### src/rtl/sbcs_pkg.sv
package sbcs_pkg;
  typedef enum logic [1:0] {ST_IDLE, ST_REQ, ST_WAIT} seq_st_e;

  localparam logic [1:0] SEL_CTL  = 2'd0;
  localparam logic [1:0] SEL_ADDR = 2'd1;
  localparam logic [1:0] SEL_DATA = 2'd2;

  localparam int CTL_BUSY_BIT = 0;
  localparam int CTL_FAIL_BIT = 1;
  localparam int CTL_WR_BIT   = 8;
  localparam int CTL_DEST_BIT = 16;

  localparam logic [2:0] OPC_CFG_RD = 3'b110;
  localparam logic [2:0] OPC_IO_RD  = 3'b010;
endpackage

### src/rtl/sbcs_seq.sv
module sbcs_seq
  import sbcs_pkg::*;
(
  input  logic clk,
  input  logic rst_n,
  input  logic launch,
  input  logic req_ready,
  input  logic rsp_valid,
  output logic busy,
  output logic req_valid,
  output logic done
);
  seq_st_e st_q, st_d;

  always_comb begin
    st_d = st_q;
    case (st_q)
      ST_IDLE: if (launch)    st_d = ST_REQ;
      ST_REQ:  if (req_ready) st_d = ST_WAIT;
      ST_WAIT: if (rsp_valid) st_d = ST_IDLE;
      default: st_d = ST_IDLE;
    endcase
  end

  always_ff @(posedge clk or negedge rst_n) begin
    if (!rst_n) st_q <= ST_IDLE;
    else        st_q <= st_d;
  end

  assign busy      = (st_q != ST_IDLE);
  assign req_valid = (st_q == ST_REQ);
  assign done      = (st_q == ST_WAIT) && rsp_valid;

  // request held until accepted
  p_req_hold_r5: assert property (@(posedge clk) disable iff (!rst_n)
    req_valid && !req_ready |=> req_valid);
endmodule

### src/rtl/sbcs_regs.sv
module sbcs_regs
  import sbcs_pkg::*;
#(
  parameter int DATA_W = 32
) (
  input  logic              clk,
  input  logic              rst_n,
  input  logic              host_we,
  input  logic [1:0]        host_sel,
  input  logic [DATA_W-1:0] host_wdata,
  output logic [DATA_W-1:0] host_rdata,
  input  logic              busy,
  input  logic              done,
  input  logic              rsp_fail,
  input  logic [DATA_W-1:0] rsp_data,
  output logic              launch,
  output logic              dest_q,
  output logic              wr_q,
  output logic [DATA_W-1:0] addr_q,
  output logic [DATA_W-1:0] data_q
);
  logic              fail_q, fail_d, dest_d, wr_d;
  logic [DATA_W-1:0] addr_d, data_d, ctl_word;
  logic              we_ok, ctl_we, addr_we, data_we;

  assign we_ok   = host_we && !busy;
  assign ctl_we  = we_ok && (host_sel == SEL_CTL);
  assign addr_we = we_ok && (host_sel == SEL_ADDR);
  assign data_we = we_ok && (host_sel == SEL_DATA);
  assign launch  = ctl_we && host_wdata[CTL_BUSY_BIT];

  always_comb begin
    dest_d = dest_q;
    wr_d   = wr_q;
    fail_d = fail_q;
    addr_d = addr_q;
    data_d = data_q;
    if (ctl_we) begin
      dest_d = host_wdata[CTL_DEST_BIT];
      wr_d   = host_wdata[CTL_WR_BIT];
    end
    if (launch)  fail_d = 1'b0;
    if (addr_we) addr_d = host_wdata;
    if (data_we) data_d = host_wdata;
    if (done) begin
      fail_d = rsp_fail;
      if (!wr_q && !rsp_fail) data_d = rsp_data;
    end
  end

  always_ff @(posedge clk or negedge rst_n) begin
    if (!rst_n) begin
      dest_q <= 1'b0;
      wr_q   <= 1'b0;
      fail_q <= 1'b0;
      addr_q <= '0;
      data_q <= '0;
    end else begin
      dest_q <= dest_d;
      wr_q   <= wr_d;
      fail_q <= fail_d;
      addr_q <= addr_d;
      data_q <= data_d;
    end
  end

  always_comb begin
    ctl_word               = '0;
    ctl_word[CTL_BUSY_BIT] = busy;
    ctl_word[CTL_FAIL_BIT] = fail_q;
    ctl_word[CTL_WR_BIT]   = wr_q;
    ctl_word[CTL_DEST_BIT] = dest_q;
    case (host_sel)
      SEL_CTL:  host_rdata = ctl_word;
      SEL_ADDR: host_rdata = addr_q;
      SEL_DATA: host_rdata = data_q;
      default:  host_rdata = '0;
    endcase
  end

  // launch clears the fail flag
  p_fail_clr_r7: assert property (@(posedge clk) disable iff (!rst_n)
    launch |=> !fail_q);
  // completion captures the response-fail flag
  p_fail_cap_r7: assert property (@(posedge clk) disable iff (!rst_n)
    done |=> fail_q == $past(rsp_fail));
  // no register moves while an access is in flight and not completing
  p_drop_r9: assert property (@(posedge clk) disable iff (!rst_n)
    busy && !done |=> $stable(addr_q) && $stable(data_q) && $stable(dest_q) && $stable(wr_q));
endmodule

### src/rtl/sbcs_bridge.sv
module sbcs_bridge
  import sbcs_pkg::*;
#(
  parameter int DATA_W = 32,
  parameter int IDX_W  = 16
) (
  input  logic              clk,
  input  logic              rst_n,
  input  logic              host_we,
  input  logic [1:0]        host_sel,
  input  logic [DATA_W-1:0] host_wdata,
  output logic [DATA_W-1:0] host_rdata,
  output logic              sb_req_valid,
  input  logic              sb_req_ready,
  output logic              sb_req_dest,
  output logic [2:0]        sb_req_opcode,
  output logic [IDX_W-1:0]  sb_req_index,
  output logic [DATA_W-1:0] sb_req_wdata,
  input  logic              sb_rsp_valid,
  input  logic              sb_rsp_fail,
  input  logic [DATA_W-1:0] sb_rsp_data
);
  localparam int IDX_LSB = DATA_W - IDX_W;

  logic [1:0]        rst_sync_q;
  logic              rst_int_n;
  logic              launch, busy, done, dest_q, wr_q;
  logic [DATA_W-1:0] addr_q, data_q;

  always_ff @(posedge clk or negedge rst_n) begin
    if (!rst_n) rst_sync_q <= 2'b00;
    else        rst_sync_q <= {rst_sync_q[0], 1'b1};
  end
  assign rst_int_n = rst_sync_q[1];

  sbcs_regs #(.DATA_W(DATA_W)) u_regs (
    .clk        (clk),
    .rst_n      (rst_int_n),
    .host_we    (host_we),
    .host_sel   (host_sel),
    .host_wdata (host_wdata),
    .host_rdata (host_rdata),
    .busy       (busy),
    .done       (done),
    .rsp_fail   (sb_rsp_fail),
    .rsp_data   (sb_rsp_data),
    .launch     (launch),
    .dest_q     (dest_q),
    .wr_q       (wr_q),
    .addr_q     (addr_q),
    .data_q     (data_q)
  );

  sbcs_seq u_seq (
    .clk       (clk),
    .rst_n     (rst_int_n),
    .launch    (launch),
    .req_ready (sb_req_ready),
    .rsp_valid (sb_rsp_valid),
    .busy      (busy),
    .req_valid (sb_req_valid),
    .done      (done)
  );

  assign sb_req_dest   = dest_q;
  assign sb_req_opcode = (dest_q ? OPC_IO_RD : OPC_CFG_RD) | {2'b00, wr_q};
  assign sb_req_index  = addr_q[DATA_W-1:IDX_LSB];
  assign sb_req_wdata  = data_q;

  // a launching control write raises the request next cycle
  p_launch_r5: assert property (@(posedge clk) disable iff (!rst_int_n)
    host_we && host_sel == SEL_CTL && host_wdata[CTL_BUSY_BIT] && !busy |=> sb_req_valid);
  // request fields stable while waiting for acceptance
  p_req_stable_r5: assert property (@(posedge clk) disable iff (!rst_int_n)
    sb_req_valid && !sb_req_ready |=> $stable(sb_req_opcode) && $stable(sb_req_index) && $stable(sb_req_wdata));
  // a response while waiting ends busy
  p_done_idle_r6: assert property (@(posedge clk) disable iff (!rst_int_n)
    busy && !sb_req_valid && sb_rsp_valid |=> !busy);
  // no request without busy
  p_idle_noreq_r10: assert property (@(posedge clk) disable iff (!rst_int_n)
    !busy |-> !sb_req_valid);
endmodule

### config.mk
export PLATFORM = sky130hd
export DESIGN_NAME = sbcs_bridge
export DESIGN_NICKNAME = d
export VERILOG_FILES = /design/src/rtl/sbcs_pkg.sv /design/src/rtl/sbcs_seq.sv /design/src/rtl/sbcs_regs.sv /design/src/rtl/sbcs_bridge.sv
export SDC_FILE = /design/constraint.sdc
export NUM_CORES = 1
export LEC_CHECK = 0
export BUFFER_PORTS_ARGS = -buffer_cell sky130_fd_sc_hd__buf_2
export CORE_UTILIZATION = 43
export CTS_CLUSTER_SIZE = 40
export DETAILED_ROUTE_END_ITERATION = 8
export MAX_ROUTING_LAYER = met4
export PLACE_DENSITY = 0.85
export SYNTH_ARGS = -nofsm -noshare
export SYNTH_HDL_FRONTEND = slang
export SYNTH_SLANG_ARGS = --single-unit
### constraint.sdc
create_clock -name clk -period 2.2 [get_ports clk]
set_clock_uncertainty 0.05 [all_clocks]
set_input_delay 0.22 -clock clk [delete_from_list [all_inputs] [get_ports clk]]
set_output_delay 0.22 -clock clk [all_outputs]
set_load 0.01 [all_outputs]
# Yosys cells after proc, flatten, opt, wreduce, memory -nomap -nowiden
# Cells that the tools add are included.
[word_totals] output_inout_bits=85 in_bits=72 ff_bits=71
[op_classes] mux=11 n_reduce_logical=15 eq_ne=7 bitwise_logic=1
[ops] cell="32-bit two-way mux" n=3
[ops] cell="32-bit case mux with 3 select lines" n=1
[ops] cell="1-bit logical AND" n=7
[ops] cell="2-bit two-way mux" n=3
[ops] cell="2-bit case mux with 3 select lines" n=1
[ops] cell="2-bit by 1-bit == test with 1-bit output, second input constant" n=2
[ops] cell="2-bit == test, second input constant" n=2
[ops] cell="2-bit logical NOT" n=2
[ops] cell="2-bit != test, second input constant" n=2
[ops] cell="2-bit nonzero test" n=2
[ops] cell="1-bit logical NOT" n=3
[ops] cell="3-bit two-way mux" n=1
[ops] cell="3-bit by 1-bit OR with 3-bit output" n=1
[ops] cell="3-bit AND reduction" n=1
[ops] cell="1-bit two-way mux" n=2
[ops] cell="2-bit by 1-bit != test with 1-bit output, second input constant" n=1

# Depth between registers and ports, before layout
[logic_depth] depth_word=7 ltp_mapped=6 ltp_nobuf=3

# Modules after synthesis
# A second synthesis with hierarchy kept.
[unflattened] cells_unflattened=287 area_unflattened_um2=3573.4
[by_module_without_submodules] mod="sbcs_regs" seq_area_each_um2=1676.6 n_inst=1 area_per_inst_um2=3395.8 cells_each=270
[by_module_without_submodules] mod="sbcs_seq" seq_area_each_um2=50.0 n_inst=1 area_per_inst_um2=105.1 cells_each=11
[by_module_without_submodules] mod="sbcs_bridge" seq_area_each_um2=50.0 n_inst=1 area_per_inst_um2=72.6 cells_each=6

# Least setup slack after synthesis
# Ideal clock, no wire load.
[synth_path] path_kind="flip-flop to flip-flop" from="register u_seq.st_q[0]" to="register u_regs.dest_q" path_stages_with_launch=5 required_time_ns=2.025 arrival_time_ns=1.533 path_buffers=1 setup_time_ns=0.125 period_less_slack_ns=1.708 setup_slack_ns=0.492 cell_sequence="dfrtp_1 or3b_1 buf_2 or3_4 mux2_4"
[synth_between] elab_chain_len=4
[synth_rtl] item="from (decl)" line="sbcs_seq.sv:13" text="seq_st_e st_q, st_d;"
[synth_rtl] item="from (signal assigned)" line="sbcs_seq.sv:27" text="else st_q <= st_d;"
[synth_rtl] item="2-bit nonzero test" line="sbcs_seq.sv:30" text="assign busy = (st_q != ST_IDLE);"
[synth_rtl] item="1-bit logical NOT" line="sbcs_regs.sv:26" text="assign we_ok = host_we && !busy;"
[synth_rtl] item="1-bit logical AND" line="sbcs_regs.sv:26"
[synth_rtl] item="1-bit logical AND" line="sbcs_regs.sv:27" text="assign ctl_we = we_ok && (host_sel == SEL_CTL);"
[synth_rtl] item="to (signal assigned)" line="sbcs_regs.sv:59" text="dest_q <= dest_d;"
[synth_rtl] item="to (decl)" line="sbcs_regs.sv:17" text="output logic dest_q,"
# No other way between the ends.
# A chain may end at the register's enable or synchronous reset.

# Final worst setup path
# Same ends and word-level chain as after synthesis.

==> summary.txt <==
Detailed routing
  • DRC viols: 0
  • Vias/cell: 5.84
  • Antenna violation net count after detailed routing: 0
  • Wirelength per Cell: 17.5 um
  • TritonRoute pass-1 iters: 6
  • DRT iter0 DRCs: 241
  • Via count: 3429
  • Final WL: 10300 um

Setup path
  • Worst setup SP type: register
  • Crit-path max cell delay: 470 ps
  • Crit Path Max Fanout: 6
  • Worst Path Arrival: 1910 ps
  • Max stage delay cell, worst path: or3b_1
  • Worst setup EP type: register
  • Crit Path Class: register to register
  • Worst EP required: approximately 2400 ps
  • Crit path cell chain: or3b_1, or3_4, mux2_4
  • Crit path buffers/inverters: 0
  • Worst path top cell family by delay: simple AND/OR/NAND/NOR gates

Global route
  • Global Route met3 Usage: between 4 and 5%
  • Remaining global-route overflow: 0
  • Met2 Use GR: a little over two fifths
  • GR peak layer: met2
  • Largest net degree at the start of global routing: 35
  • Vias in the first global route: 3255
  • Global-route wire length before repair: 16300 um
  • Met1 Use GR: 30.7%
  • Total track usage: 24.8%
  • Antenna violations before repair: 0

Floorplanning
  • Die width: 93.4 um
  • Total die area: ~8700 um2
  • Initial Utilization: a little under half
  • Boundary Pins: around 160
  • Core Box Area: 7890 um2
  • Die H: 93.4 um
  • Row count: 32

Timing
  • Worst setup margin: 463 ps
  • Final setup fails: 0
  • Unrepaired setup endpoints after global routing: no
  • Final Max Tran Viols: 0
  • Final clock period utilization by the worst path: between 70% and 80%
  • Fmax: 576 MHz
  • Post-Route Setup TNS: 0 ps
  • Rel. slew slack: between 50% and 60%
  • Final hold vios: 0
  • Worst slew pin tran: 664 ps
  • Minimum clock period: 1740 ps

Layout
  • Post-route insts no fill: 587
  • Antenna diode count: 0
  • Number of fillers in the final layout: 680
  • Area growth syn-to-layout: 27.0%
  • Fin nets: 552
  • Ratio of cells with drive above 1 in the final layout: 46.4%

Synthesis
  • Ys Warns: 0
  • Mapped Area: 3590 um2
  • Mean post-synth cell area: between 10 and 15 um2
  • Sequential share of the synthesized area: 49.5%
  • Post-Syn Instances: approximately 350
  • Synth cell types: 27
  • #FFs+latches synth: 71

Clock tree
  • CTS tree: done
  • Clk slew on worst S/H paths: about 70 ps
  • Number of CTS-inserted buffers: 9
  • CTS H-tree lvls: 3
  • CTS Sinks: 71
  • Clock latency on the worst-skew pair: 330 ps
  • Clock root cell: clkbuf_8
  • # resized after CTS: 0
  • Clock buffer depth: 2

Place
  • RD Place Congestion: 0.820
  • Dpl cells: 570
  • Placed wire-length estimate: 7210 um
  • Number of port buffers: 155
  • DP Worst Slack: 476 ps

Min path
  • Worst Hold Class: input pin to register

Power
  • Static leakage power: about 0.0022 uW
  • Register share of total power: 45.1%
  • Net Sw Frac: 32.9%
  • Worst VDD drop: 464 uV
  • Tot Pwr: approximately 4200 uW
  • Power Dens Cells: 916 nW/um2
  • Pint: 2800 uW
  • Net Sw Power: 1370 uW
  • Comb power frac: between 30 and 40%
  • Clock share of power: 24.6%

Outcome
  • Status: finished clean

Job
  • Max-Cap Viols: 0
layout by cell type (no fill, tap or decap), types with 2 or more instances in the layout:
cell type    n
buf_2      155
dfrtp_1     70
o21ai_0     37
nand3_1     32
nor3_1      32
a31oi_1     32
mux2_2      32
a22o_1      28
buf_4       16
clkbuf_8    10
nand2_1      7
mux2i_1      3
nand2b_1     3
inv_1        3
clkbuf_1     3
or2_2        2
mux2_4       2
conb_1       2
layer usage:
layer  part of all wire, %  up-vias  wire length [um]
met1                    40     1651              4110
met3                   8.4       20               860
li1                      -     1533                 -
met2                    50      225              5150
met5                     0        -                 0
met4                   1.4        0               140
metrics by stage:
stage	hold slack [ps]	instance area (um2)	util [%]
6_report	60.5	4560	57.8
5_1_grt	65.7	4560	57.8
3_3_place_gp	-44.2	4350	55.2
3_5_place_dp	-42.8	4350	55.2
2_1_floorplan	-126	3590	-
4_1_cts	40.4	4560	57.8
layout make-up:
cell class	count	area [um2]	share of cell area, %
Tap cell	102	128	2.80
Clock buffer	13	149	3.27
Inverter	3	11.3	0.247
Multi-Input combinational cell	223	1540	33.8
Sequential cell	71	1780	39.0
Timing Repair Buffer	172	906	19.9
Clock inverter	3	42.5	0.934
registers in the layout (all words and copies together), names as in the netlist:
register	cells
u_seq.st_q	2
u_regs.data_q	32
u_regs.fail_q	1
u_regs.addr_q	32
u_regs.wr_q	1
u_regs.dest_q	1
rst_sync_q	2
final timing paths:
kind                                           start  depth (start not counted)  slack (ps)                             to
hold / removal                          sb_rsp_valid                          2          60      u_seq.st_q[1]$_DFFE_PN0P_
setup / recovery           u_seq.st_q[0]$_DFFE_PN0P_                          3         460      u_regs.dest_q$_DFFE_PN0P_
hold reg to reg              rst_sync_q[1]$_DFF_PN0_                          0         210  u_regs.addr_q[10]$_DFFE_PN0P_
min in group asynchronous                      rst_n                          2         140        rst_sync_q[1]$_DFF_PN0_
max in group asynchronous    rst_sync_q[1]$_DFF_PN0_                          1        1090    u_regs.data_q[13]$_DFF_PN0_
setup reg to reg           u_seq.st_q[0]$_DFFE_PN0P_                          3         460      u_regs.dest_q$_DFFE_PN0P_
kinds of logic after synthesis:
logic type | after synthesis | synth area share (%)
buf+inv | 56 | 8.09
simple gates | 84 | 12.4
compound gates | 100 | 18.2
other cells | 1 | 0.105
mux | 37 | 11.7
flops | 71 | 49.5
cells in the mapped netlist:
| master | n | share of area (%) |
|---|---|---|
| or2_2 | 2 | 0.35 |
| o31ai_1 | 1 | 0.21 |
| o21ai_0 | 37 | 5.2 |
| mux2_2 | 32 | 10 |
| conb_1 | 1 | 0.10 |
| dfrtp_1 | 71 | 50 |
| buf_4 | 18 | 3.8 |
| inv_1 | 3 | 0.31 |
| nand2_1 | 7 | 0.73 |
| or3_4 | 1 | 0.31 |
| a22o_1 | 28 | 6.8 |
| nand3_1 | 32 | 4.5 |
| buf_2 | 10 | 1.4 |
| clkbuf_1 | 20 | 2.1 |
| nor4b_1 | 1 | 0.24 |
| mux2i_1 | 3 | 0.84 |
| nor3_1 | 32 | 4.5 |
| a31oi_1 | 32 | 5.6 |
| nor3b_2 | 1 | 0.35 |
| or3b_1 | 1 | 0.24 |
| mux2_4 | 2 | 0.84 |
| nor2b_1 | 3 | 0.52 |
| buf_1 | 5 | 0.52 |
| nand2b_1 | 3 | 0.52 |
| nand3b_1 | 1 | 0.21 |
| o22ai_1 | 1 | 0.17 |
| a21o_1 | 1 | 0.21 |
power by group through the flow:
stage | registers [uW] | logic [uW] | clock network, uW
after CTS | 1880 | 1270 | 1050
after global routing | 1930 | 1380 | 1090
after floorplan | 1930 | 741 | 0
after detailed placement | 1910 | 1260 | 0
after global placement | 1870 | 1220 | 0
final | 1880 | 1270 | 1030
timing repair:
item	in CTS	in global routing
hold buffers	1	0
hold endpoints to repair	2	0
setup buffers	0	0
Power figures use the tool's default switching activity.
